### config.mk
export PLATFORM = sky130hd
export DESIGN_NAME = smoothTop
export DESIGN_NICKNAME = d
export VERILOG_FILES = /design/src/rtl/smoothPkg.sv /design/src/rtl/lineDelay.sv /design/src/rtl/smoothCtrl.sv /design/src/rtl/smoothPath.sv /design/src/rtl/smoothTop.sv
export SDC_FILE = /design/constraint.sdc
export NUM_CORES = 2
export LEC_CHECK = 0
export BUFFER_PORTS_ARGS = -buffer_cell sky130_fd_sc_hd__buf_2
export CAP_MARGIN = 15
export CORE_MARGIN = 3
export CORE_UTILIZATION = 55
export DETAILED_ROUTE_END_ITERATION = 6
export GPL_ROUTABILITY_DRIVEN = 0
export PLACE_DENSITY = 0.76
export RECOVER_POWER = 25
export SLEW_MARGIN = 20
export SYNTH_ARGS = -nofsm -noshare
export SYNTH_HDL_FRONTEND = slang
export SYNTH_SLANG_ARGS = --single-unit
### constraint.sdc
create_clock -name clk -period 10.7 [get_ports clk]
set_input_delay 1.07 -clock clk [delete_from_list [all_inputs] [get_ports clk]]
set_output_delay 1.07 -clock clk [all_outputs]
set_load 0.02 [all_outputs]
### src/rtl/smoothPkg.sv
package smoothPkg;
  localparam int PIX_W = 8;
  localparam int TAPS = 7;
  localparam int WEIGHT_W = 7;
  localparam int PROD_W = PIX_W + WEIGHT_W;
  localparam int SUM_W = PROD_W + 3;

  function automatic int tapWeight(input int idx);
    case (idx)
      0, 6: return 8;
      1, 5: return 33;
      2, 4: return 76;
      default: return 100;
    endcase
  endfunction

  function automatic int weightTotal();
    int acc;
    acc = 0;
    for (int i = 0; i < TAPS; i++) acc += tapWeight(i);
    return acc;
  endfunction

  localparam int WEIGHT_SUM = weightTotal();
  localparam int HALF_SUM = WEIGHT_SUM / 2;
  localparam int NORM_SHIFT = 25;
  localparam longint NORM_RECIP = ((64'd1 << NORM_SHIFT) + WEIGHT_SUM - 1) / WEIGHT_SUM;
  localparam int RECIP_W = 17;

  typedef struct packed {
    logic accept;
    logic vertical;
    logic windowOk;
  } ctrlStrobe_t;
endpackage

### src/rtl/lineDelay.sv
module lineDelay #(
  parameter int WIDTH = 8,
  parameter int DEPTH = 64
) (
  input  logic             clk,
  input  logic             en,
  input  logic [WIDTH-1:0] din,
  output logic [WIDTH-1:0] dout
);
  logic [WIDTH-1:0] mem [DEPTH];

  always_ff @(posedge clk) begin
    if (en) begin
      mem[0] <= din;
      for (int i = 1; i < DEPTH; i++) mem[i] <= mem[i-1];
    end
  end

  assign dout = mem[DEPTH-1];
endmodule

### src/rtl/smoothCtrl.sv
module smoothCtrl
  import smoothPkg::*;
#(
  parameter int IMG_W = 64
) (
  input  logic        clk,
  input  logic        rst,
  input  logic        pixValid,
  input  logic        frameStart,
  input  logic        modeSel,
  output ctrlStrobe_t strobe
);
  localparam int COL_W = $clog2(IMG_W);
  localparam int FILL = TAPS - 1;

  logic             started;
  logic             modeReg;
  logic [COL_W-1:0] colCnt;
  logic [2:0]       rowCnt;
  logic [COL_W-1:0] curCol;
  logic [2:0]       curRow;
  logic             curMode;
  logic             active;
  logic             colWrap;

  always_comb begin
    curCol  = frameStart ? '0 : colCnt;
    curRow  = frameStart ? '0 : rowCnt;
    curMode = frameStart ? modeSel : modeReg;
    active  = frameStart | started;
    colWrap = (curCol == COL_W'(IMG_W - 1));
    strobe.accept   = pixValid;
    strobe.vertical = curMode;
    strobe.windowOk = pixValid & active &
                      (curMode ? (curRow >= 3'(FILL)) : (curCol >= COL_W'(FILL)));
  end

  always_ff @(posedge clk) begin
    if (rst) begin
      started <= 1'b0;
      modeReg <= 1'b0;
      colCnt  <= '0;
      rowCnt  <= '0;
    end else if (pixValid && active) begin
      if (frameStart) begin
        started <= 1'b1;
        modeReg <= modeSel;
      end
      colCnt <= colWrap ? '0 : curCol + 1'b1;
      if (colWrap && curRow != 3'(FILL)) rowCnt <= curRow + 1'b1;
      else rowCnt <= curRow;
    end
  end
endmodule

### src/rtl/smoothPath.sv
module smoothPath
  import smoothPkg::*;
#(
  parameter int IMG_W = 64
) (
  input  logic             clk,
  input  logic             rst,
  input  logic [PIX_W-1:0] pixIn,
  input  ctrlStrobe_t      strobe,
  output logic [PIX_W-1:0] outPix,
  output logic             outValid
);
  localparam int LINES = TAPS - 1;
  localparam int MUL_W = SUM_W + RECIP_W;

  logic [PIX_W-1:0]  hTap    [LINES];
  logic [PIX_W-1:0]  lineOut [LINES];
  logic [PIX_W-1:0]  win     [TAPS];
  logic [PROD_W-1:0] prodReg [TAPS];
  logic              vld1;
  logic [SUM_W-1:0]  sumComb;
  logic [MUL_W-1:0]  scaled;

  for (genvar g = 0; g < LINES; g++) begin : gLine
    if (g == 0) begin : gFirst
      lineDelay #(.WIDTH(PIX_W), .DEPTH(IMG_W)) uDelay (
        .clk(clk), .en(strobe.accept), .din(pixIn), .dout(lineOut[g]));
    end else begin : gNext
      lineDelay #(.WIDTH(PIX_W), .DEPTH(IMG_W)) uDelay (
        .clk(clk), .en(strobe.accept), .din(lineOut[g-1]), .dout(lineOut[g]));
    end
  end

  always_ff @(posedge clk) begin
    if (strobe.accept) begin
      hTap[0] <= pixIn;
      for (int i = 1; i < LINES; i++) hTap[i] <= hTap[i-1];
    end
  end

  always_comb begin
    win[0] = pixIn;
    for (int i = 1; i < TAPS; i++)
      win[i] = strobe.vertical ? lineOut[i-1] : hTap[i-1];
  end

  always_ff @(posedge clk) begin
    if (rst) begin
      vld1 <= 1'b0;
      for (int i = 0; i < TAPS; i++) prodReg[i] <= '0;
    end else begin
      vld1 <= strobe.windowOk;
      if (strobe.accept)
        for (int i = 0; i < TAPS; i++)
          prodReg[i] <= PROD_W'(win[i]) * PROD_W'(tapWeight(i));
    end
  end

  always_comb begin
    sumComb = SUM_W'(HALF_SUM);
    for (int i = 0; i < TAPS; i++) sumComb = sumComb + SUM_W'(prodReg[i]);
    scaled = MUL_W'(sumComb) * MUL_W'(NORM_RECIP);
  end

  always_ff @(posedge clk) begin
    if (rst) begin
      outValid <= 1'b0;
      outPix   <= '0;
    end else begin
      outValid <= vld1;
      outPix   <= scaled[NORM_SHIFT +: PIX_W];
    end
  end
endmodule

### src/rtl/smoothTop.sv
module smoothTop
  import smoothPkg::*;
#(
  parameter int IMG_W = 64
) (
  input  logic       clk,
  input  logic       rst,
  input  logic [7:0] pixIn,
  input  logic       pixValid,
  input  logic       frameStart,
  input  logic       modeSel,
  output logic [7:0] outPix,
  output logic       outValid
);
  ctrlStrobe_t strobe;

  smoothCtrl #(.IMG_W(IMG_W)) uCtrl (
    .clk(clk), .rst(rst), .pixValid(pixValid), .frameStart(frameStart),
    .modeSel(modeSel), .strobe(strobe));

  smoothPath #(.IMG_W(IMG_W)) uPath (
    .clk(clk), .rst(rst), .pixIn(pixIn), .strobe(strobe),
    .outPix(outPix), .outValid(outValid));
endmodule

* Yosys cells after proc, flatten, opt, wreduce, memory -nomap -nowiden
Memories as Yosys holds them, arrays and structs flattened.
Cells that the tools add are included.
Widths: inputs -> output; s select.
** Word-level totals
- Bits in registers :: 21
- Memory bits (writable) :: 3225
- Output and inout bits :: 9
- Logic and storage cells :: 82
- Memories kept :: 8
** Cells by class
- Add/subtract/negate cells :: 9
- $mul :: 8
- $lt $le $gt $ge :: 2
- Equal/unequal tests :: 2
- Muxes and demuxes :: 33
- Bitwise logic cells :: 10
- Reductions and logical operators :: 3
** Memories
- uPath.gLine[0].gFirst.uDelay.mem :: words 64, bits a word 8, read ports 64, clocked after Yosys merged registers in 0, wr ports 64, RTL line lineDelay.sv:10 : logic [WIDTH-1:0] mem [DEPTH];
- uPath.gLine[1].gNext.uDelay.mem :: words 64, bits a word 8, read ports 64, clocked after Yosys merged registers in 0, wr ports 64, RTL line lineDelay.sv:10
- uPath.gLine[2].gNext.uDelay.mem :: words 64, bits a word 8, read ports 64, clocked after Yosys merged registers in 0, wr ports 64, RTL line lineDelay.sv:10
- uPath.gLine[3].gNext.uDelay.mem :: words 64, bits a word 8, read ports 64, clocked after Yosys merged registers in 0, wr ports 64, RTL line lineDelay.sv:10
- uPath.gLine[4].gNext.uDelay.mem :: words 64, bits a word 8, read ports 64, clocked after Yosys merged registers in 0, wr ports 64, RTL line lineDelay.sv:10
- uPath.gLine[5].gNext.uDelay.mem :: words 64, bits a word 8, read ports 64, clocked after Yosys merged registers in 0, wr ports 64, RTL line lineDelay.sv:10
- +2 memories
** Operator list (number)
- $mux 15 :: 15
- $add 18x15->18 :: 6
- $mul 8x15->15 :: 7
- $mux 8 :: 6
- $mul 18x17->33 const B :: 1
- $add 8x15->16 const A :: 1
- $mux 6 :: 2
- $mux 1 :: 8
- $or 1x1->1 :: 8
- $add 6x1->6 const B :: 1
- $eq 6x6->1 const B :: 1
- $ge 6x3->1 const B :: 1
- $mux 3 :: 2
- $add 3x1->3 const B :: 1
- $ge 3x3->1 const B :: 1
- $ne 3x3->1 const B :: 1
- $and 1x1->1 :: 2
- $logic_and 1x1->1 :: 2
- $reduce_and 2->1 :: 1

* Depth between registers and ports, before layout
An unclocked memory read counts as a cell.
- Depth after elaboration :: 9
- Mapped depth :: 35

* Cells and area by module
A second synthesis with hierarchy kept.
** Second synthesis, totals
- Cell total of the unflattened synthesis :: 4645
- Area, all modules :: 108870.7 sq um
** Modules (own cells, without submodules)
- lineDelay :: instances 6, cells an instance 520, area each 15434.8 sq um, seq. area each 15374.7 sq um
- smoothPath :: instances 1, cells an instance 1444, area each 15547.4 sq um, seq. area each 4134.0 sq um
- smoothCtrl :: instances 1, cells an instance 81, area each 714.4 sq um, seq. area each 220.2 sq um

* Worst setup path after synthesis
Ideal clock, no wire load.
- Path kind :: flip-flop to flip-flop
- Start :: mem uPath.prodReg[0][5] (netlist bit)
- End :: reg uPath.outPix[6]
- Data arrival time :: 8.705 ns
- Required time :: 10.579 ns
- Path slack :: 1.875 ns
- Stages on the path, launching flop included :: 34
- Buffers on the path :: 0
- Period minus slack after synthesis :: 8.825 ns
- Cell sequence :: edfxtp_1 ha_1 o21ai_0 xnor2_1 fa_1 inv_1 fa_1 fa_1 fa_1 inv_1 ha_1 a21oi_2 or3_1 a31o_2 nor2b_4 xnor2_4 ha_1 inv_1 fa_1 inv_1 ha_1 fa_1 fa_1 inv_1 fa_1 inv_1 ha_1 a211oi_1 o21ai_0 a22oi_1 o21ai_0 a21o_1 a21oi_1 mux2_2
** RTL lines
- start: declaration :: RTL line smoothPath.sv:19 : logic [PROD_W-1:0] prodReg [TAPS];
- end signal: assignment :: RTL line smoothPath.sv:71 : outPix <= scaled[NORM_SHIFT +: PIX_W];
- end: declaration :: RTL line smoothPath.sv:10 : output logic [PIX_W-1:0] outPix,

==> impl_metrics.json <==
{
  "status": "complete, no violations",
  "synth_fp_nets": 4938,
  "arrival_ns": 10.43,
  "grt_max_degree": 222,
  "slowest_stage": "fa_1",
  "crit_path_start_kind": "register",
  "drive_gt1_share_pct": 10.05,
  "clock-sinks": 3176,
  "route.detailed.drc": 0,
  "grt_usage_pct": 16.38,
  "clk_latency_ns": 0.93,
  "dr.pass1.iters": 7,
  "cts_setup_buffers": 0,
  "hold_class": "register to register",
  "fin_skew_ns": 0.08690,
  "synth-simple-area-share_pct": 1.117,
  "fin_crit_sh_pct": 90.77,
  "path_class": "register to register",
  "numPortBuffers": 21,
  "cts_tree": "done",
  "synth_ff_type": "edfxtp_1",
  "placed_area_mm2": 0.1100,
  "yosysTopAreaCell": "edfxtp_1",
  "grt-ovfl-total": 0,
  "hold_ws_ns": 0.3579,
  "cp_num_buf_inv": 8,
  "synth_seq_cells": 3176,
  "dpl.hpwl_um": 73080,
  "cts_max_level": 5,
  "hold_viol": 0,
  "worstSetupEndpointType": "register",
  "fin_ws_ns": 0.9872,
  "synth_top_area_share_pct": 88.93,
  "syn_area_per_cell_um2": 23.75,
  "synthMuxAreaShare_pct": 0.5321,
  "max_freq_ghz": 0.1030,
  "antenna_found_initial": 13,
  "post-route-min-period_ns": 9.713,
  "required_ns": 11.42,
  "final.setup.tns_ns": 0,
  "die_h_um": 446.1,
  "cts_root_buf": "clkbuf_16",
  "synth_area_leaders": "edfxtp_1 (89%), ha_1 (3.3%), fa_1 (3.0%)",
  "grt_pass1_wl_um": 246000,
  "max_cap_violations": 0,
  "chipWidth_um": 446.1,
  "ant_nets": 0,
  "dieArea_mm2": 0.1990,
  "crit_path_frequent_cell": "fa_1",
  "synth_cell_types": 62,
  "synth_edf_count": 3155,
  "synthXorXnorAreaFrac_pct": 0.5332,
  "path_max_fanout": 4,
  "maxSlewHeadroom_pct": 22.67,
  "dp_slack_ns": 1.145,
  "reg2reg_slack_ns": 0.99,
  "async_reset_ff_share_pct": 0,
  "synth_top_family_by_area": "adder cells",
  "rows": 160,
  "finalInstanceArea_mm2": 0.1197,
  "finalSetupViolCount": 0,
  "crit_family": "adder cells",
  "core_area_mm2": 0.1914,
  "synth-warning-count": 0,
  "syn2layout_area_growth_pct": 12.38,
  "num_vias": 39620,
  "cts-resized-gates": 0,
  "clkTransAtPathRegs_ns": 0.07,
  "wl_per_cell_um": 21.28,
  "clockBufferDepth": 4,
  "synth_cells": 4485,
  "yosysSeqAreaShare_pct": 89.33,
  "vias_per_cell": 5.250,
  "grt_pass1_vias": 40230,
  "rsz0062_at_grt": "no",
  "drt_iter0_drc": 4131,
  "synth_compound_area_share_pct": 0.9208,
  "initial_core_util_pct": 55.66,
  "final_nets": 5277,
  "cts_hold_buf": 0,
  "io_pins": 22,
  "netlist_area_mm2": 0.1065,
  "max_slew.worst_pin.slew_ns": 1.160,
  "routed_wirelength_um": 160600,
  "cpPeakStageDelay_ns": 0.58,
  "cts_made_buffers": 307,
  "synthAdderAreaFrac_pct": 6.274,
  "maxSlewViolCount": 0
}
## final timing paths
check,start,end,depth (start not counted)
max,uPath.prodReg[0][18],uPath.outPix[7],35
min,uPath.gLine[1].gNext.uDelay.mem[3][5],uPath.gLine[1].gNext.uDelay.mem[3][13],0
max reg2reg,uPath.prodReg[0][18],uPath.outPix[7],35
min reg2reg,uPath.gLine[1].gNext.uDelay.mem[3][5],uPath.gLine[1].gNext.uDelay.mem[3][13],0
## cells in the mapped netlist, types with 4 or more instances
| cell | number |
|---|---|
| or2_2 | 4 |
| mux2_2 | 34 |
| fa_1 | 157 |
| a31o_2 | 4 |
| a21o_1 | 18 |
| ha_1 | 283 |
| clkbuf_1 | 14 |
| nor2b_1 | 15 |
| xnor2_1 | 37 |
| nor2_1 | 76 |
| edfxtp_1 | 3155 |
| buf_2 | 6 |
| and2_1 | 44 |
| inv_1 | 343 |
| nand4_1 | 4 |
| nor4_1 | 5 |
| or3_1 | 5 |
| o21a_1 | 5 |
| xor2_1 | 21 |
| nand2b_1 | 10 |
| a31oi_1 | 6 |
| o211ai_1 | 5 |
| nand2_1 | 38 |
| mux2i_1 | 17 |
| dfxtp_1 | 21 |
| nand3_1 | 10 |
| o21ai_0 | 32 |
| nor3_1 | 11 |
| o21bai_1 | 5 |
| a21oi_1 | 52 |
| a211oi_1 | 5 |
## worst register-to-register path: cells and delay by family, from the launching register on
kind                     cells  cell delay (ns)
buffers and inverters        8             0.44
flip-flops                   1             0.35
AO/OA/AOI/OAI                7             1.50
adder cells (fa/ha/maj)     13             5.81
AND/OR/NAND/NOR              7             1.46
## kinds of logic after synthesis
family                     after synthesis
xor gates and xnor gates                61
DFF                                   3176
adders and majority gates              440
and+or+nand+nor                        236
buffers and inverters                  365
AOI/OAI and AO/OA                      155
muxes                                   52
## cells in the final DEF (no fill, tap or decap), types with 31 or more instances in the layout
cell type	Yosys	layout
a21oi_1	52	52
and2_1	44	44
bufinv_16	0	31
clkbuf_1	14	55
clkbuf_16	0	311
clkinv_1	0	62
clkinv_2	0	45
edfxtp_1	3155	3155
fa_1	157	157
ha_1	283	283
inv_1	343	343
mux2_2	34	34
nand2_1	38	38
nor2_1	76	76
o21ai_0	32	32
xnor2_1	37	37
## per-layer routing
layer	GRT usage [%]	up-vias	share of wire, %
met4	5.693	4	2.9
met2	24.19	1018	46
met3	3.387	325	5.3
li1	-	17870	-
met1	24.73	20400	46
met5	0	-	0.014
## final cells by class
| class | count | area [um^2] |
|---|---|---|
| fillers | 12160 | 71660 |
| clock inverters | 160 | 1587 |
| clock buffers | 358 | 7959 |
| well taps | 2511 | 3142 |
| repair buffers | 52 | 570.5 |
| diodes | 3 | 7.507 |
| multi-input cells | 944 | 10010 |
| inverters | 343 | 1287 |
| flip-flops and latches | 3176 | 95160 |
## through the flow
stage	utilization, %	instances
2_1_floorplan	-	4485
3_3_place_gp	57.50	7022
3_5_place_dp	57.50	7022
4_1_cts	62.49	7540
5_1_grt	62.55	7545
6_report	62.56	7547
## flip-flops by register name, summed over array words and instances, names as in the netlist
register                       flops
uPath.vld1                         1
uPath.outPix                       8
uPath.outValid                     1
uCtrl.started                      1
uCtrl.rowCnt                       3
uCtrl.colCnt                       6
uPath.gLine.gFirst.uDelay.mem    512
uPath.prodReg                     83
uCtrl.modeReg                      1
uPath.gLine.gNext.uDelay.mem    2560
Power is not shown: default switching activity piles up to over one toggle a cycle in this logic, so the estimate is an artifact.
